--- src/rtl/rxbuf_pkg.sv ---
package rxbuf_pkg;

   typedef enum logic {
      MODE_LEGACY = 1'b0,
      MODE_FIFO   = 1'b1
   } rxbuf_mode_e;

endpackage

--- src/rtl/rxbuf_mode_ctl.sv ---
module rxbuf_mode_ctl
   import rxbuf_pkg::*;
(
   input  logic        clk,
   input  logic        rst_n,
   input  logic        ctl_wr,
   input  logic        ctl_fifo_en,
   input  logic        ctl_rx_clr,
   output rxbuf_mode_e mode,
   output logic        flush
);

   rxbuf_mode_e mode_q;
   rxbuf_mode_e mode_req;
   logic        mode_change;
   logic        clr_cmd;

   assign mode_req    = ctl_fifo_en ? MODE_FIFO : MODE_LEGACY;
   assign mode_change = ctl_wr && (mode_req != mode_q);
   assign clr_cmd     = ctl_wr && ctl_fifo_en && ctl_rx_clr;
   assign flush       = mode_change || clr_cmd;
   assign mode        = mode_q;

   always_ff @(posedge clk or negedge rst_n) begin
      if (!rst_n) begin
         mode_q <= MODE_LEGACY;
      end else if (ctl_wr) begin
         mode_q <= mode_req;
      end
   end

endmodule

--- src/rtl/rxbuf_index_ctl.sv ---
module rxbuf_index_ctl
   import rxbuf_pkg::*;
#(
   parameter int DEPTH = 16,
   localparam int AW = (DEPTH > 1) ? $clog2(DEPTH) : 1,
   localparam int CW = $clog2(DEPTH + 1)
) (
   input  logic          clk,
   input  logic          rst_n,
   input  rxbuf_mode_e   mode,
   input  logic          flush,
   input  logic          push_req,
   input  logic          pop_req,
   output logic          wr_fire,
   output logic [AW-1:0] wr_idx,
   output logic [AW-1:0] rd_idx,
   output logic [CW-1:0] count,
   output logic          empty,
   output logic          full
);

   logic [AW-1:0] wr_q, rd_q;
   logic [CW-1:0] cnt_q;
   logic [CW-1:0] limit;
   logic [CW-1:0] limit_m1;
   logic          rd_fire;

   assign limit    = (mode == MODE_FIFO) ? CW'(DEPTH) : CW'(1);
   assign limit_m1 = limit - CW'(1);

   assign empty   = (cnt_q == '0);
   assign full    = (cnt_q == limit);
   assign wr_fire = push_req && !full && !flush;
   assign rd_fire = pop_req && !empty && !flush;

   function automatic logic [AW-1:0] step_idx(input logic [AW-1:0] idx,
                                              input logic [CW-1:0] last);
      if (CW'(idx) >= last) return '0;
      return idx + AW'(1);
   endfunction

   always_ff @(posedge clk or negedge rst_n) begin
      if (!rst_n) begin
         wr_q  <= '0;
         rd_q  <= '0;
         cnt_q <= '0;
      end else if (flush) begin
         wr_q  <= '0;
         rd_q  <= '0;
         cnt_q <= '0;
      end else begin
         if (wr_fire) wr_q <= step_idx(wr_q, limit_m1);
         if (rd_fire) rd_q <= step_idx(rd_q, limit_m1);
         case ({wr_fire, rd_fire})
            2'b10:   cnt_q <= cnt_q + CW'(1);
            2'b01:   cnt_q <= cnt_q - CW'(1);
            default: cnt_q <= cnt_q;
         endcase
      end
   end

   assign wr_idx = wr_q;
   assign rd_idx = rd_q;
   assign count  = cnt_q;

endmodule

--- src/rtl/rxbuf_store.sv ---
module rxbuf_store #(
   parameter int WIDTH     = 8,
   parameter int DEPTH     = 16,
   parameter bit RESET_MEM = 1'b1,
   localparam int AW = (DEPTH > 1) ? $clog2(DEPTH) : 1
) (
   input  logic             clk,
   input  logic             rst_n,
   input  logic             we,
   input  logic [AW-1:0]    waddr,
   input  logic [WIDTH-1:0] wdata,
   input  logic [AW-1:0]    raddr,
   output logic [WIDTH-1:0] rdata
);

   logic [WIDTH-1:0] mem [DEPTH];

   for (genvar i = 0; i < DEPTH; i++) begin : g_ent
      if (RESET_MEM) begin : g_rst
         always_ff @(posedge clk or negedge rst_n) begin
            if (!rst_n) mem[i] <= '0;
            else if (we && (waddr == AW'(i))) mem[i] <= wdata;
         end
      end else begin : g_nrst
         always_ff @(posedge clk) begin
            if (we && (waddr == AW'(i))) mem[i] <= wdata;
         end
      end
   end

   assign rdata = mem[raddr];

endmodule

--- src/rtl/uart_rxbuf.sv ---
module uart_rxbuf
   import rxbuf_pkg::*;
#(
   parameter int WIDTH     = 8,
   parameter int DEPTH     = 16,
   parameter bit RESET_MEM = 1'b1,
   localparam int AW = (DEPTH > 1) ? $clog2(DEPTH) : 1,
   localparam int CW = $clog2(DEPTH + 1)
) (
   input  logic             clk,
   input  logic             rst_n,
   input  logic             ctl_wr,
   input  logic             ctl_fifo_en,
   input  logic             ctl_rx_clr,
   input  logic             in_valid,
   input  logic [WIDTH-1:0] in_data,
   output logic             in_ready,
   input  logic             rd_en,
   output logic [WIDTH-1:0] rd_data,
   output logic [CW-1:0]    fill_count,
   output logic             empty,
   output logic             full,
   output logic             fifo_mode
);

   if (DEPTH < 2) begin : g_bad_depth
      $error("uart_rxbuf: DEPTH must be at least 2");
   end
   if (WIDTH < 1) begin : g_bad_width
      $error("uart_rxbuf: WIDTH must be at least 1");
   end

   rxbuf_mode_e      mode;
   logic             flush;
   logic             wr_fire;
   logic [AW-1:0]    wr_idx, rd_idx;
   logic [WIDTH-1:0] head;
   logic             empty_i, full_i;

   rxbuf_mode_ctl u_mode (
      .clk         (clk),
      .rst_n       (rst_n),
      .ctl_wr      (ctl_wr),
      .ctl_fifo_en (ctl_fifo_en),
      .ctl_rx_clr  (ctl_rx_clr),
      .mode        (mode),
      .flush       (flush)
   );

   rxbuf_index_ctl #(.DEPTH(DEPTH)) u_idx (
      .clk      (clk),
      .rst_n    (rst_n),
      .mode     (mode),
      .flush    (flush),
      .push_req (in_valid),
      .pop_req  (rd_en),
      .wr_fire  (wr_fire),
      .wr_idx   (wr_idx),
      .rd_idx   (rd_idx),
      .count    (fill_count),
      .empty    (empty_i),
      .full     (full_i)
   );

   rxbuf_store #(.WIDTH(WIDTH), .DEPTH(DEPTH), .RESET_MEM(RESET_MEM)) u_mem (
      .clk   (clk),
      .rst_n (rst_n),
      .we    (wr_fire),
      .waddr (wr_idx),
      .wdata (in_data),
      .raddr (rd_idx),
      .rdata (head)
   );

   assign empty     = empty_i;
   assign full      = full_i;
   assign in_ready  = !full_i;
   assign rd_data   = empty_i ? '0 : head;
   assign fifo_mode = (mode == MODE_FIFO);

endmodule

--- config.mk ---
export PLATFORM = sky130hd
export DESIGN_NAME = uart_rxbuf
export DESIGN_NICKNAME = d
export VERILOG_FILES = /design/src/rtl/rxbuf_pkg.sv /design/src/rtl/rxbuf_mode_ctl.sv /design/src/rtl/rxbuf_index_ctl.sv /design/src/rtl/rxbuf_store.sv /design/src/rtl/uart_rxbuf.sv
export SDC_FILE = /design/constraint.sdc
export NUM_CORES = 1
export LEC_CHECK = 0
export BUFFER_PORTS_ARGS = -buffer_cell sky130_fd_sc_hd__buf_2
export CAP_MARGIN = 0
export CORE_MARGIN = 3
export CORE_UTILIZATION = 27
export DETAILED_ROUTE_END_ITERATION = 16
export GPL_TIMING_DRIVEN = 0
export SYNTH_ARGS = -nofsm -noshare
export SYNTH_HDL_FRONTEND = slang
export SYNTH_SLANG_ARGS = --single-unit
--- constraint.sdc ---
create_clock -name clk -period 4.25 [get_ports clk]
set_clock_uncertainty 0.1 [all_clocks]
set_input_delay 0.2125 -clock clk [delete_from_list [all_inputs] [get_ports clk]]
set_output_delay 0.2125 -clock clk [all_outputs]
set_load 0.01 [all_outputs]
==> impl_results.md, run 1 <==
- Status: complete, no violations
- Std cell rows: 58
- Startpoint Class: flop
- Die W: 167.7 um
- Final setup TNS: 0 ps
- Total gr overflow: 0
- Crit path launch: u_idx.count[1]
- Synth warn: 0
- Nets: 576
- Largest net degree at the start of global routing: 85
- Psw: 1398 uW
- Area of the core: 0.02540 mm^2
- Crit path arrival time: 3770 ps
- Ys async rst share: 100.0%
- Post-route ant nets: 0
- DR iter-0 viols: 152
- Worst flop-to-flop path endpoint: u_idx.count[4]
- Drc violations: 0
- Fill count: 2521
- Area share of the largest cell type after synthesis: 50.36%
- Logic pwr share: 30.1%
- Final worst-path cycle share: 84.09%
- Antenna cells: 0
- CTS max path bufs: 2
- R2r startpoint: u_idx.count[1]
- Syn Std Cell Area: 0.007056 mm^2
- Register area: 0.003553 mm^2
- Number of H-tree branching levels: 4
- Hold WC Path Type: in -> reg
- Clk Tree Root Cell: clkbuf_16
- Layout cell share with drive strength beyond 1: 44.60%
- First-pass GRT wire length: 23990 um
- Sequential power share: 38.3%
- Routed WL: 14770 um
- Switching Fraction: 31.41%
- Die height: 167.7 um
- Setup Fix Bufs, Post-CTS: 0
- DP HPWL: 10370 um
- Critical Path End Type: flop
- Crit Path Class: reg -> reg
- Sink Count: 142
- Worst-path clk slew: 60 ps
- Gate Count Post-Synth: 489
- Vias/cell: 4.665
- EDFF count, synth: 0
- Fin. max-slew vios: 0
- Crit path to: u_idx.count[4]
- Syn_nets: 522
- Worst skew pair latency: 420 ps
- IO buf count: 30
- Mean post-synth cell area: 14.43 um^2
- CP Data Required Time: 4450 ps
- Drt wl/cell: 16.67 um
- FF+latch count, synth: 142
- Achievable frequency: 0.2798 GHz
- Number of global-route vias before repair: 4205
- Count of cell types in the netlist: 42
- Final setup violating endpoints: 0
- Area growth syn-to-layout: 16.92%
- Total die area: 0.02811 mm^2
- RSZ-0062 raised after global routing: no
- R2r setup slk: 680 ps
- Final worst path period need: 3574 ps
- P_leak: 0.003751 uW
- Hold Violations, Final: 0
- Leading area contributor after synthesis: dfrtp_1
- Worst Path Max Fanout: 8
- CTS tree: done
- Slew HR: 36.38%
- Int Power: 3051 uW
- Initial Util: 27.78%
- Slew @ Worst Pin: 950.8 ps
- Prevailing post-synth register cell: dfrtp_1
- Max-Cap Viols: 0
- Clock share of power: 31.6%
- Via count: 4133
- Antenna violations before repair: 0
- Reg2Reg Depth: 12
- Final Wtd Congestion: 0.7577
- Overall Global Routing Usage: 10.94%
- Pwr per Cell Area: 539.3 mW/mm^2
- Top Ports: 32
- Final hold slack: 31.31 ps
- Footprint of the multi-input gates: 0.003317 mm^2
- Total CTS buffers: 17
- Drt first pass iters: 4
- Seq/Total Area, Yosys: 50.36%
- Synth area leaders: dfrtp_1 (50%), mux2_2 (18%), mux4_2 (10%)
- VDD IR-drop max: 0.2803 mV
-- synthesized netlist by cell type (3+ instances only) --
cell and count:
dfrtp_1 142, mux2_2 112, mux4_2 32, ha_1 18, mux2i_1 18, clkbuf_1 17
mux2_4 16, nor2_1 14, o21ai_0 11, inv_1 9, nand3_1 9, nand2_1 8
o22ai_1 8, buf_2 7, or2_2 6, a21oi_1 5, nor3_1 5, a22o_1 4
buf_1 4, nand2b_1 4, nor3_2 4, buf_6 3, nand3b_1 3, xor2_1 3
-- flip-flops by register name (all words and copies together), names as in the netlist --
name,flops
u_idx.count,5
u_mode.mode,1
u_idx.wr_idx,4
u_mem.mem,128
u_idx.rd_idx,4
-- worst min-delay path by stage --
stage	start	endpoint	slack, ps	cells past startpoint
floorplan	rst_n	u_idx.count[0]	-180	0
global placement	ctl_wr	u_mode.mode	360	2
detailed placement	rst_n	u_mem.mem[61]	130	1
CTS	in_data[3]	u_mem.mem[99]	20	2
global route	in_data[6]	u_mem.mem[102]	30	2
finish	in_data[6]	u_mem.mem[102]	30	2
-- routing by layer --
layer  part of all wire (%)  GRT usage, %  vias up
met5                      0             0        -
li1                       -             -     1922
met2                     48         17.49       46
met1                     48         14.74     2145
met4                    1.6         3.700        0
met3                    2.5         2.479       20
-- stage by stage --
step / area, um^2 / instances / util, % / setup slack [ps] / power (uW)
final: 8249 / 886 / 32.48 / 676.2 / 4449
after CTS: 8249 / 886 / 32.48 / 689.5 / 4516
after floorplan: 7056 / 489 / - / 1111 / 2655
after detailed placement: 7652 / 850 / 30.13 / 743.7 / 3088
after global routing: 8249 / 886 / 32.48 / 336.2 / 4714
after global placement: 7619 / 849 / 30.00 / 718.5 / 3061
-- worst max-delay path, stage by stage (launching register included) --
cell	delay (ps)
dfrtp_1	450
or3_1	440
o31ai_1	630
nor2_1	140
ha_1	260
clkbuf_1	200
xor2_1	180
ha_1	220
a21oi_1	190
o21ai_0	110
a211oi_1	320
xnor2_1	170
nor2_1	60
-- area by class of cell --
cell class                 instances  area share (%)
sequential                       142           43.08
multi-input combinational        306           40.21
clock buffer                      20           5.415
tap                              330           5.005
timing repair buffer              35           2.715
buffer                            31           1.790
clock inverter                    12           1.335
inverter                          10          0.4550
-- power by group through the flow --
stage               combinational [uW]  clock (uW)  sequential [uW]
floorplan                          969           0             1690
global placement                  1340           0             1720
detailed placement                1360           0             1720
CTS                               1370        1440             1700
global route                      1480        1500             1740
finish                            1340        1410             1710
-- cell families (layout without fill, tap and decap cells) --
group | Yosys count | in the layout | share of synthesized area, %
compound gates | 41 | 41 | 3.954
xor+xnor | 5 | 5 | 0.6208
fa+ha+maj | 18 | 18 | 3.192
buf+inv | 41 | 108 | 2.624
flops | 142 | 142 | 50.36
mux | 178 | 178 | 34.05
simple gates | 64 | 64 | 5.196
-- placed cells by master, fill, tap and decap left out, types with 4 or more instances in the layout --
| cell | n |
|---|---|
| dfrtp_1 | 142 |
| mux2_2 | 112 |
| buf_2 | 36 |
| mux4_2 | 32 |
| clkbuf_1 | 19 |
| mux2i_1 | 18 |
| ha_1 | 18 |
| clkbuf_16 | 17 |
| mux2_4 | 16 |
| nor2_1 | 14 |
| o21ai_0 | 11 |
| inv_1 | 9 |
| nand3_1 | 9 |
| o22ai_1 | 8 |
| nand2_1 | 8 |
| or2_2 | 6 |
| nor3_1 | 5 |
| a21oi_1 | 5 |
| buf_1 | 4 |
| buf_6 | 4 |
| nand2b_1 | 4 |
| nor3_2 | 4 |
| a22o_1 | 4 |
| clkinvlp_4 | 4 |
| dlygate4sd3_1 | 4 |
-- repair_timing --
item | CTS | global route
hold buffers | 4 | 0
gates resized for setup | 0 | 0
hold endpoints to repair | 60 | 0
Power figures use the tool's default switching activity.
==> run 2: changes to the inputs <==
clock period = 3 ns   (was 4.25 ns; I/O delays follow)
==> run 2 against run 1 <==
  * Maximum frequency grew 21%
  * Combinational power increased by 56%
  * Critical endpoint unchanged
  * Routed wire length rose by 2.8%
  * Final cell count is 1.9% higher
  * Clock power increased by 54%
  * First-iteration DRC count fell by 7.2%
  * Design area is 3.5% higher
  * Largest power group unchanged
  * Critical path type unchanged
  * Largest cell class unchanged
==> impl_results.md, run 2 (synthesized netlist as in run 1, its figures left out) <==
- Crit path arrival time: 3150 ps
- Fin. max-slew vios: 0
- Antenna cells: 0
- Pwr per Cell Area: 779.2 mW/mm^2
- RSZ-0062 raised after global routing: yes
- Number of global-route vias before repair: 4578
- Footprint of the multi-input gates: 0.003362 mm^2
- IO buf count: 30
- CTS tree: done
- Final worst-path cycle share: 98.16%
- Largest net degree at the start of global routing: 96
- Post-route ant nets: 0
- Worst skew pair latency: 420 ps
- P_leak: 0.003885 uW
- Antenna violations before repair: 0
- Area of the core: 0.02540 mm^2
- Std cell rows: 58
- Total CTS buffers: 17
- Top Ports: 32
- Crit Path Class: reg -> reg
- Final setup TNS: 0 ps
- Sink Count: 142
- Commonest non-fill, non-tap cells in the layout: dfrtp_1 (137), mux2_2 (112), buf_2 (35), mux4_2 (32), mux2i_1 (18)
- VDD IR-drop max: 0.3151 mV
- Die W: 167.7 um
- Slew HR: 36.81%
- Critical Path End Type: flop
- Overall Global Routing Usage: 11.55%
- Worst Path Max Fanout: 8
- Number of H-tree branching levels: 4
- CP Data Required Time: 3200 ps
- Initial Util: 27.78%
- Hold WC Path Type: in -> async
- Status: complete, no violations
- Max-Cap Viols: 0
- Hold Violations, Final: 0
- Die height: 167.7 um
- Placed inst area: 0.007667 mm^2
- Worst-path clk slew: 60 ps
- Final worst path period need: 2945 ps
- Biggest register: u_mem.mem
- Total gr overflow: 0
- Drc violations: 0
- Drt first pass iters: 4
- Via count: 4276
- Nets: 593
- Final Wtd Congestion: 0.7602
- Drt wl/cell: 16.82 um
- DP HPWL: 10600 um
- Area growth syn-to-layout: 21.00%
- Final setup violating endpoints: 0
- Slew @ Worst Pin: 944.3 ps
- Post-route cell area: 0.008537 mm^2
- Register area: 0.003560 mm^2
- Achievable frequency: 0.3396 GHz
- Max FFs per register: 128
- Routed WL: 15190 um
- First-pass GRT wire length: 25340 um
- Clk Tree Root Cell: clkbuf_16
- Vias/cell: 4.735
- Startpoint Class: flop
- Total die area: 0.02811 mm^2
- R2r setup slk: 60 ps
- Most common cell after layout, fill and taps aside: dfrtp_1
- CTS max path bufs: 2
- Fill count: 2519
- DR iter-0 viols: 141
- Layout cell share with drive strength beyond 1: 48.34%
[run 2: final cells by class]
type | instances | area share (%)
Tap cell | 330 | 4.837
Multi-Input combinational cell | 306 | 39.38
Clock buffer | 17 | 4.983
Inverter | 10 | 0.4983
Sequential cell | 142 | 41.70
Clock inverter | 15 | 2.184
Timing Repair Buffer | 52 | 4.353
Buffer | 31 | 2.067
[run 2: worst paths after layout]
kind / cells past startpoint / endpoint / start
max reg2reg: 14 / u_idx.count[4] / u_idx.count[2]
max in group asynchronous: 3 / u_idx.count[2] / rst_n
min reg2reg: 1 / u_mem.mem[9] / u_mem.mem[9]
min in group clk: 4 / u_idx.count[3] / ctl_fifo_en
min: 2 / u_mem.mem[77] / rst_n
max: 14 / u_idx.count[4] / u_idx.count[2]
[run 2: what timing repair did]
item	4_1_cts	5_1_grt
endpoints found under the hold margin	97	0
buffers inserted	9	0
hold buffers	12	0
resized for setup	16	11
setup endpoints to repair	12	7
pin swaps	3	4
[run 2: through the flow]
stage                     hold slack, ps  setup slack [ps]  utilization [%]  cells  power [uW]
after floorplan                   -245.6             14.89                -    489        3776
after global placement             290.1            -705.2            30.05    849        4343
after detailed placement           22.52            -205.3            30.19    850        4389
after CTS                          129.8             15.57            33.50    903        6707
after global routing               166.4            -51.05            33.61    903        7027
final                              123.1             55.22            33.61    903        6652
[run 2: worst max-delay path: stages, from the launching register on]
cell,delay [ps]
dfrtp_2,420
or3_4,420
a21o_1,190
and3_1,170
buf_6,140
inv_6,60
ha_4,130
buf_8,110
xor2_1,150
ha_2,230
o21ai_1,80
a22o_1,190
a211oi_2,220
xnor2_1,140
nor2_1,50
[run 2: layer usage]
metal  part of all wire, %  global-route usage, %
met2                    49                  19.34
met4                   2.3                  3.949
met3                   2.6                  2.856
met5                     0                      0
met1                    46                  14.64
[run 2: report_power, final]
part	switching [uW]	internal (uW)	total [uW]
Clock	853	1320	2170
Combinational	1050	1040	2090
Sequential	170	2210	2390
Total	2070	4580	6650
